### src/rtl/diag_key_pkg.sv
package diag_key_pkg;
  localparam int unsigned KEY_W    = 4;
  localparam int unsigned NUM_KEYS = 2;
  typedef logic [KEY_W-1:0] key_t;
  localparam key_t KEY_TRIG = 4'hA;
  localparam key_t KEY_IDLE = 4'h5;
  // field index order drives output mapping
  localparam int unsigned IDX_PAR = 0;
  localparam int unsigned IDX_ERR = 1;
endpackage

### src/rtl/diag_key_field.sv
module diag_key_field
  import diag_key_pkg::*;
(
  input  logic clk_i,
  input  logic rst_ni,
  input  logic wr_en_i,
  input  logic wr_priv_i,
  input  key_t wr_key_i,
  output key_t key_o,
  output logic pulse_o
);
  key_t field_q;
  logic wr_ok;
  logic key_legal;

  assign wr_ok     = wr_en_i && wr_priv_i;
  assign key_legal = (wr_key_i == KEY_TRIG) || (wr_key_i == KEY_IDLE);

  always_ff @(posedge clk_i or negedge rst_ni) begin
    if (!rst_ni)                  field_q <= KEY_IDLE;
    else if (wr_ok && key_legal)  field_q <= wr_key_i;
    else if (field_q == KEY_TRIG) field_q <= KEY_IDLE;
  end

  assign key_o   = field_q;
  assign pulse_o = (field_q == KEY_TRIG);

  a_r2_trigger_pulse: assert property (@(posedge clk_i) disable iff (!rst_ni)
    (wr_ok && wr_key_i == KEY_TRIG) |=> pulse_o);
  a_r3_single_cycle: assert property (@(posedge clk_i) disable iff (!rst_ni)
    (pulse_o && !(wr_ok && wr_key_i == KEY_TRIG)) |=> !pulse_o);
  a_r4_self_restore: assert property (@(posedge clk_i) disable iff (!rst_ni)
    (pulse_o && !(wr_ok && key_legal)) |=> (key_o == KEY_IDLE));
  a_r5_no_priv_hold: assert property (@(posedge clk_i) disable iff (!rst_ni)
    (!wr_ok && !pulse_o) |=> $stable(key_o));
  a_r6_legal_only: assert property (@(posedge clk_i) disable iff (!rst_ni)
    (key_o == KEY_IDLE) || (key_o == KEY_TRIG));
endmodule

### src/rtl/diag_key_ctrl.sv
module diag_key_ctrl
  import diag_key_pkg::*;
#(
  parameter int unsigned DATA_W  = 32,
  parameter int unsigned PAR_LSB = 24,
  parameter int unsigned ERR_LSB = 16
) (
  input  logic              clk_i,
  input  logic              rst_ni,
  input  logic              wr_en_i,
  input  logic              wr_priv_i,
  input  logic [DATA_W-1:0] wr_data_i,
  output logic [DATA_W-1:0] rd_data_o,
  output logic              par_inv_o,
  output logic              err_clr_o
);
  localparam int unsigned FIELD_LSB [NUM_KEYS] = '{PAR_LSB, ERR_LSB};

  key_t               keys  [NUM_KEYS];
  logic [NUM_KEYS-1:0] pulses;

  for (genvar g = 0; g < NUM_KEYS; g++) begin : g_key
    diag_key_field u_field (
      .clk_i     (clk_i),
      .rst_ni    (rst_ni),
      .wr_en_i   (wr_en_i),
      .wr_priv_i (wr_priv_i),
      .wr_key_i  (wr_data_i[FIELD_LSB[g] +: KEY_W]),
      .key_o     (keys[g]),
      .pulse_o   (pulses[g])
    );
  end

  always_comb begin
    rd_data_o = '0;
    for (int i = 0; i < NUM_KEYS; i++) rd_data_o[FIELD_LSB[i] +: KEY_W] = keys[i];
  end

  assign par_inv_o = pulses[IDX_PAR];
  assign err_clr_o = pulses[IDX_ERR];

  a_r8_field_map: assert property (@(posedge clk_i) disable iff (!rst_ni)
    (rd_data_o[PAR_LSB +: KEY_W] == KEY_TRIG) == par_inv_o);
  a_r7_err_map: assert property (@(posedge clk_i) disable iff (!rst_ni)
    (rd_data_o[ERR_LSB +: KEY_W] == KEY_TRIG) == err_clr_o);
  a_r9_independent: assert property (@(posedge clk_i) disable iff (!rst_ni)
    (wr_en_i && wr_priv_i && wr_data_i[ERR_LSB +: KEY_W] == KEY_TRIG
     && wr_data_i[PAR_LSB +: KEY_W] == KEY_TRIG) |=> (par_inv_o && err_clr_o));
endmodule

### config.mk
export PLATFORM = sky130hd
export DESIGN_NAME = diag_key_ctrl
export DESIGN_NICKNAME = d
export VERILOG_FILES = /design/src/rtl/diag_key_pkg.sv /design/src/rtl/diag_key_field.sv /design/src/rtl/diag_key_ctrl.sv
export SDC_FILE = /design/constraint.sdc
export NUM_CORES = 1
export LEC_CHECK = 0
export BUFFER_PORTS_ARGS = -buffer_cell sky130_fd_sc_hd__buf_4
export CAP_MARGIN = 20
export CORE_MARGIN = 2
export CORE_UTILIZATION = 34
export DETAILED_ROUTE_END_ITERATION = 10
export PLACE_DENSITY_LB_ADDON = 0.08
export SLEW_MARGIN = 20
export SYNTH_ARGS = -nofsm -noshare
export SYNTH_HDL_FRONTEND = slang
export SYNTH_HIERARCHICAL = 1
export SYNTH_SLANG_ARGS = --single-unit
### constraint.sdc
create_clock -name clk_i -period 3.24 [get_ports clk_i]
set_clock_uncertainty 0.05 [all_clocks]
set_input_delay 0.81 -clock clk_i [delete_from_list [all_inputs] [get_ports clk_i]]
set_output_delay 0.81 -clock clk_i [all_outputs]
set_load 0.02 [all_outputs]
=== After elaboration in Yosys (flattened, before gate mapping) ===
Index checks and enable logic that the tools add are counted.

* Eq/ne operators: 6
* Muxes and demuxes: 4
* Reduce and logical (&&, ||, !) cells: 7

{| class="wikitable"
|+ Operators with widths
! cell !! count
|-
| $eq 4x4->1 const B || 4
|-
| $mux 4 || 4
|-
| $eq 4x3->1 const B || 2
|-
| $reduce_bool 2->1 || 2
|-
| $logic_and 1x1->1 || 3
|-
| $logic_or 1x1->1 || 2
|}

* Output and inout port bits: 34
* Bits of input ports: 36
* Register bits: 8
* Logic and storage cells: 19

=== Logic depth before layout (Yosys ltp) ===
* Word-level depth: 4
* Gate-level depth with buffers: 3
* Gate-level depth less buffers: 3

=== By module ===
Netlist, hierarchy kept.

{| class="wikitable"
|+ By module, submodules not included
! module !! sequential area each (µm²) !! area an instance (µm²) !! instances !! cells an instance
|-
| diag_key_field || 102.6 || 200.2 || 2 || 15
|-
| diag_key_ctrl || 0.0 || 183.9 || 1 || 25
|}

=== Least setup slack after synthesis ===
OpenSTA, ideal clock, no wires.

* Kind: register to output
* From: register g_key[1].u_field.field_q[2]
* To: output port err_clr_o
* Stages on the path, launching flop included: 2
* Data required time: 2.380 ns
* Arrival time: 0.848 ns
* Setup slack: 1.532 ns
* Path buffers: 0
* Path through: dfstp_2 -> and4bb_4

* Cells in the longest elaborated chain, start to end: 1

{| class="wikitable"
|+ RTL lines
! item !! line !! text
|-
| start: declaration || diag_key_field.sv:12 || <nowiki>key_t field_q;</nowiki>
|-
| start signal: assignment || diag_key_field.sv:21 || <nowiki>else if (wr_ok && key_legal) field_q <= wr_key_i;</nowiki>
|-
| $eq 4x4->1 || diag_key_field.sv:26 || <nowiki>assign pulse_o = (field_q == KEY_TRIG);</nowiki>
|-
| end: declaration || diag_key_ctrl.sv:15 || <nowiki>output logic err_clr_o</nowiki>
|}

No other way between the ends.

=== Final worst setup path ===
* From: register g_key[0].u_field.field_q[2]
* To: output port par_inv_o

* Cells in the longest elaborated chain, start to end: 1

{| class="wikitable"
|+ RTL lines
! item !! line !! text
|-
| start: declaration || diag_key_field.sv:12 ||
|-
| start signal: assignment || diag_key_field.sv:21 ||
|-
| $eq 4x4->1 || diag_key_field.sv:26 ||
|-
| end: declaration || diag_key_ctrl.sv:14 || <nowiki>output logic par_inv_o,</nowiki>
|}

No other way between the ends.

==> impl_metrics.yaml <==
synthesis:
  ys_seq_area_share_pct: 35.12
  yosysWarnings: 6
  syn_inst: 55
  synthTopCellsByArea: "buf_4 31%, dfstp_2 18%, dfrtp_1 17%, and4bb_1 8.6%, and4bb_4 5.6%"
  synth_cell_types: 12
  netlist_area_um2: 584.3
  yosysTopAreaCellShare_pct: 30.84
  yosys_register_bits: 8
  syn-mean-instance-area_um2: 10.62
  synth_top_area_cell: "buf_4"
clock_network:
  root_buffer: "clkbuf_4"
  cts_tree: "built"
  clockBufferDepth: 2
  clock_sink_count: 8
  postCtsSetupRepairBufs: 0
  clk_pin_slew_worst_paths_ps: 50
  cts_resized: 0
  hold_buffers: 0
  htreeDepth: 1
  cts_buffers: 3
  insertion_delay_ps: 250
detailed_routing:
  ant_nets: 0
  drc_errors: 0
  wl_per_cell_um: 9.638
  first_pass_iters: 2
  vias_per_cell: 4.394
  drt_iter0_drc: 6
  routed_wl_um: 906
  vias: 413
grt:
  antenna_found_initial: 0
  grt_overflow: 0
  grt_pass1_wl_um: 1490
  grt_usage_pct: 10.02
  grt_pass1_vias: 362
  grt_start_max_net_pins: 9
timing:
  fmax_ghz: 0.4899
  fin_ws_ps: 1199
  period_needed_ps: 2041
  setup_viol: 0
  final_max_slew_viol_count: 0
  fin_tns_setup_ps: 0
  min_period_over_period_pct: 62.99
  rsz0062_at_grt: "false"
  timing.hold.ws_ps: 313.6
  hold_viol_final: 0
power_and_ir_drop:
  power.density_nw_per_um2: 776.5
  cellLeakagePower_nw: 0.3867
  vdd_drop_max_mv: 0.3643
  p_total_w: 0.0005363
hold_path:
  hold_class: "input port to asynchronous set/reset pin"
final_layout:
  drive_gt1_share_pct: 38.46
  antennaDiodeCount: 0
  nFillCells: 152
  layout_commonest_cell: "conb_1"
  nets: 116
  design_area_um2: 690.7
  syn_to_final_growth_pct: 18.20
  largest_reg_flops: 8
  final_cell_mix: "24 x conb_1, 21 x buf_4"
placed_design:
  placed_area_um2: 668.1
  portBuffers: 21
  hpwl_um: 797.7
  gp_congestion: 0.7027
  post-place-ws_ps: 1471
floorplanning:
  die_area_um2: 2066
  core_um2: 1559
  rows: 14
  start_util_pct: 37.48
  ios: 70
  die_x_um: 45.46
  die_h_um: 45.46
critical_path:
  start_kind: "flip-flop"
  critPathKind: "flip-flop to output port"
  required_ps: 2380
  crit_path_top_delay_cell: "dfstp_2"
  path_buf_inv: 1
  crit_arrival_ps: 1180
  worst_path_dominant_cell_family: "flip-flops"
  cp_slowest_stage_delay_ps: 540
  endpoint_kind: "output port"
  critPathMaxFanout: 3
  crit_chain: "and4bb_4 -> buf_4"
run:
  maxCapViolCount: 0
status:
  status: "finished clean"
-- path summary, 6_finish.rpt --
path                       slack [ps]  depth (start not counted)                       from                   endpoint
setup / recovery                 1200                          2  g_key[0].u_field/key_o[2]                  par_inv_o
hold reg to reg                   470                          1  g_key[0].u_field/key_o[3]  g_key[0].u_field/key_o[3]
hold / removal                    310                          1                     rst_ni  g_key[1].u_field/key_o[3]
max in group asynchronous        2610                          1                     rst_ni  g_key[0].u_field/key_o[0]
setup reg to reg                 1980                          3  g_key[0].u_field/key_o[2]  g_key[0].u_field/key_o[0]
min in group clk_i                470                          1  g_key[0].u_field/key_o[3]  g_key[0].u_field/key_o[3]
-- final cells by class --
| type | instances | area (um^2) | share of cell area, % |
|---|---|---|---|
| multi-input cells | 46 | 285.3 | 41.30 |
| flip-flops and latches | 8 | 205.2 | 29.71 |
| repair buffers | 21 | 157.7 | 22.83 |
| clock buffers | 3 | 22.52 | 3.261 |
| well taps | 16 | 20.02 | 2.899 |
-- stage by stage --
step | cells | utilization, %
floorplan | 78 | -
global placement | 91 | 42.86
detailed placement | 91 | 42.86
CTS | 94 | 44.30
global route | 94 | 44.30
finish | 94 | 44.30
-- synth_stat cells --
cell type and number:
buf_4 24, a21o_1 4, and4bb_1 4, dfrtp_1 4
dfstp_2 4, o21a_1 4, a31o_1 2, a31oi_1 2
and3_1 2, and4bb_4 2, nand3_1 2, conb_1 1
-- metal layers --
metal / routed length (um) / up-vias / track usage [%]
met5: 0 / - / 0
met4: 17 / 0 / 8.824
met3: 75 / 2 / 0
met2: 434 / 28 / 14.37
met1: 379 / 188 / 13.79
li1: - / 195 / -
-- report_power, final --
group | switching, W | leakage (nW) | internal, W
registers | 0.0000385 | 0.0927 | 0.000169
clock network | 0.0000327 | 0.0138 | 0.0000423
logic | 0.000133 | 0.280 | 0.000121
-- cells by family (layout without fill, tap and decap cells) --
family | after synthesis | count (layout) | share of synthesized area [%]
flops | 8 | 8 | 35.12
compound gates | 12 | 12 | 15.42
buf+inv | 24 | 24 | 30.83
other cells | 1 | 24 | 0.6418
simple gates | 10 | 10 | 17.99
Note: power is estimated with default switching activity, not from simulation.
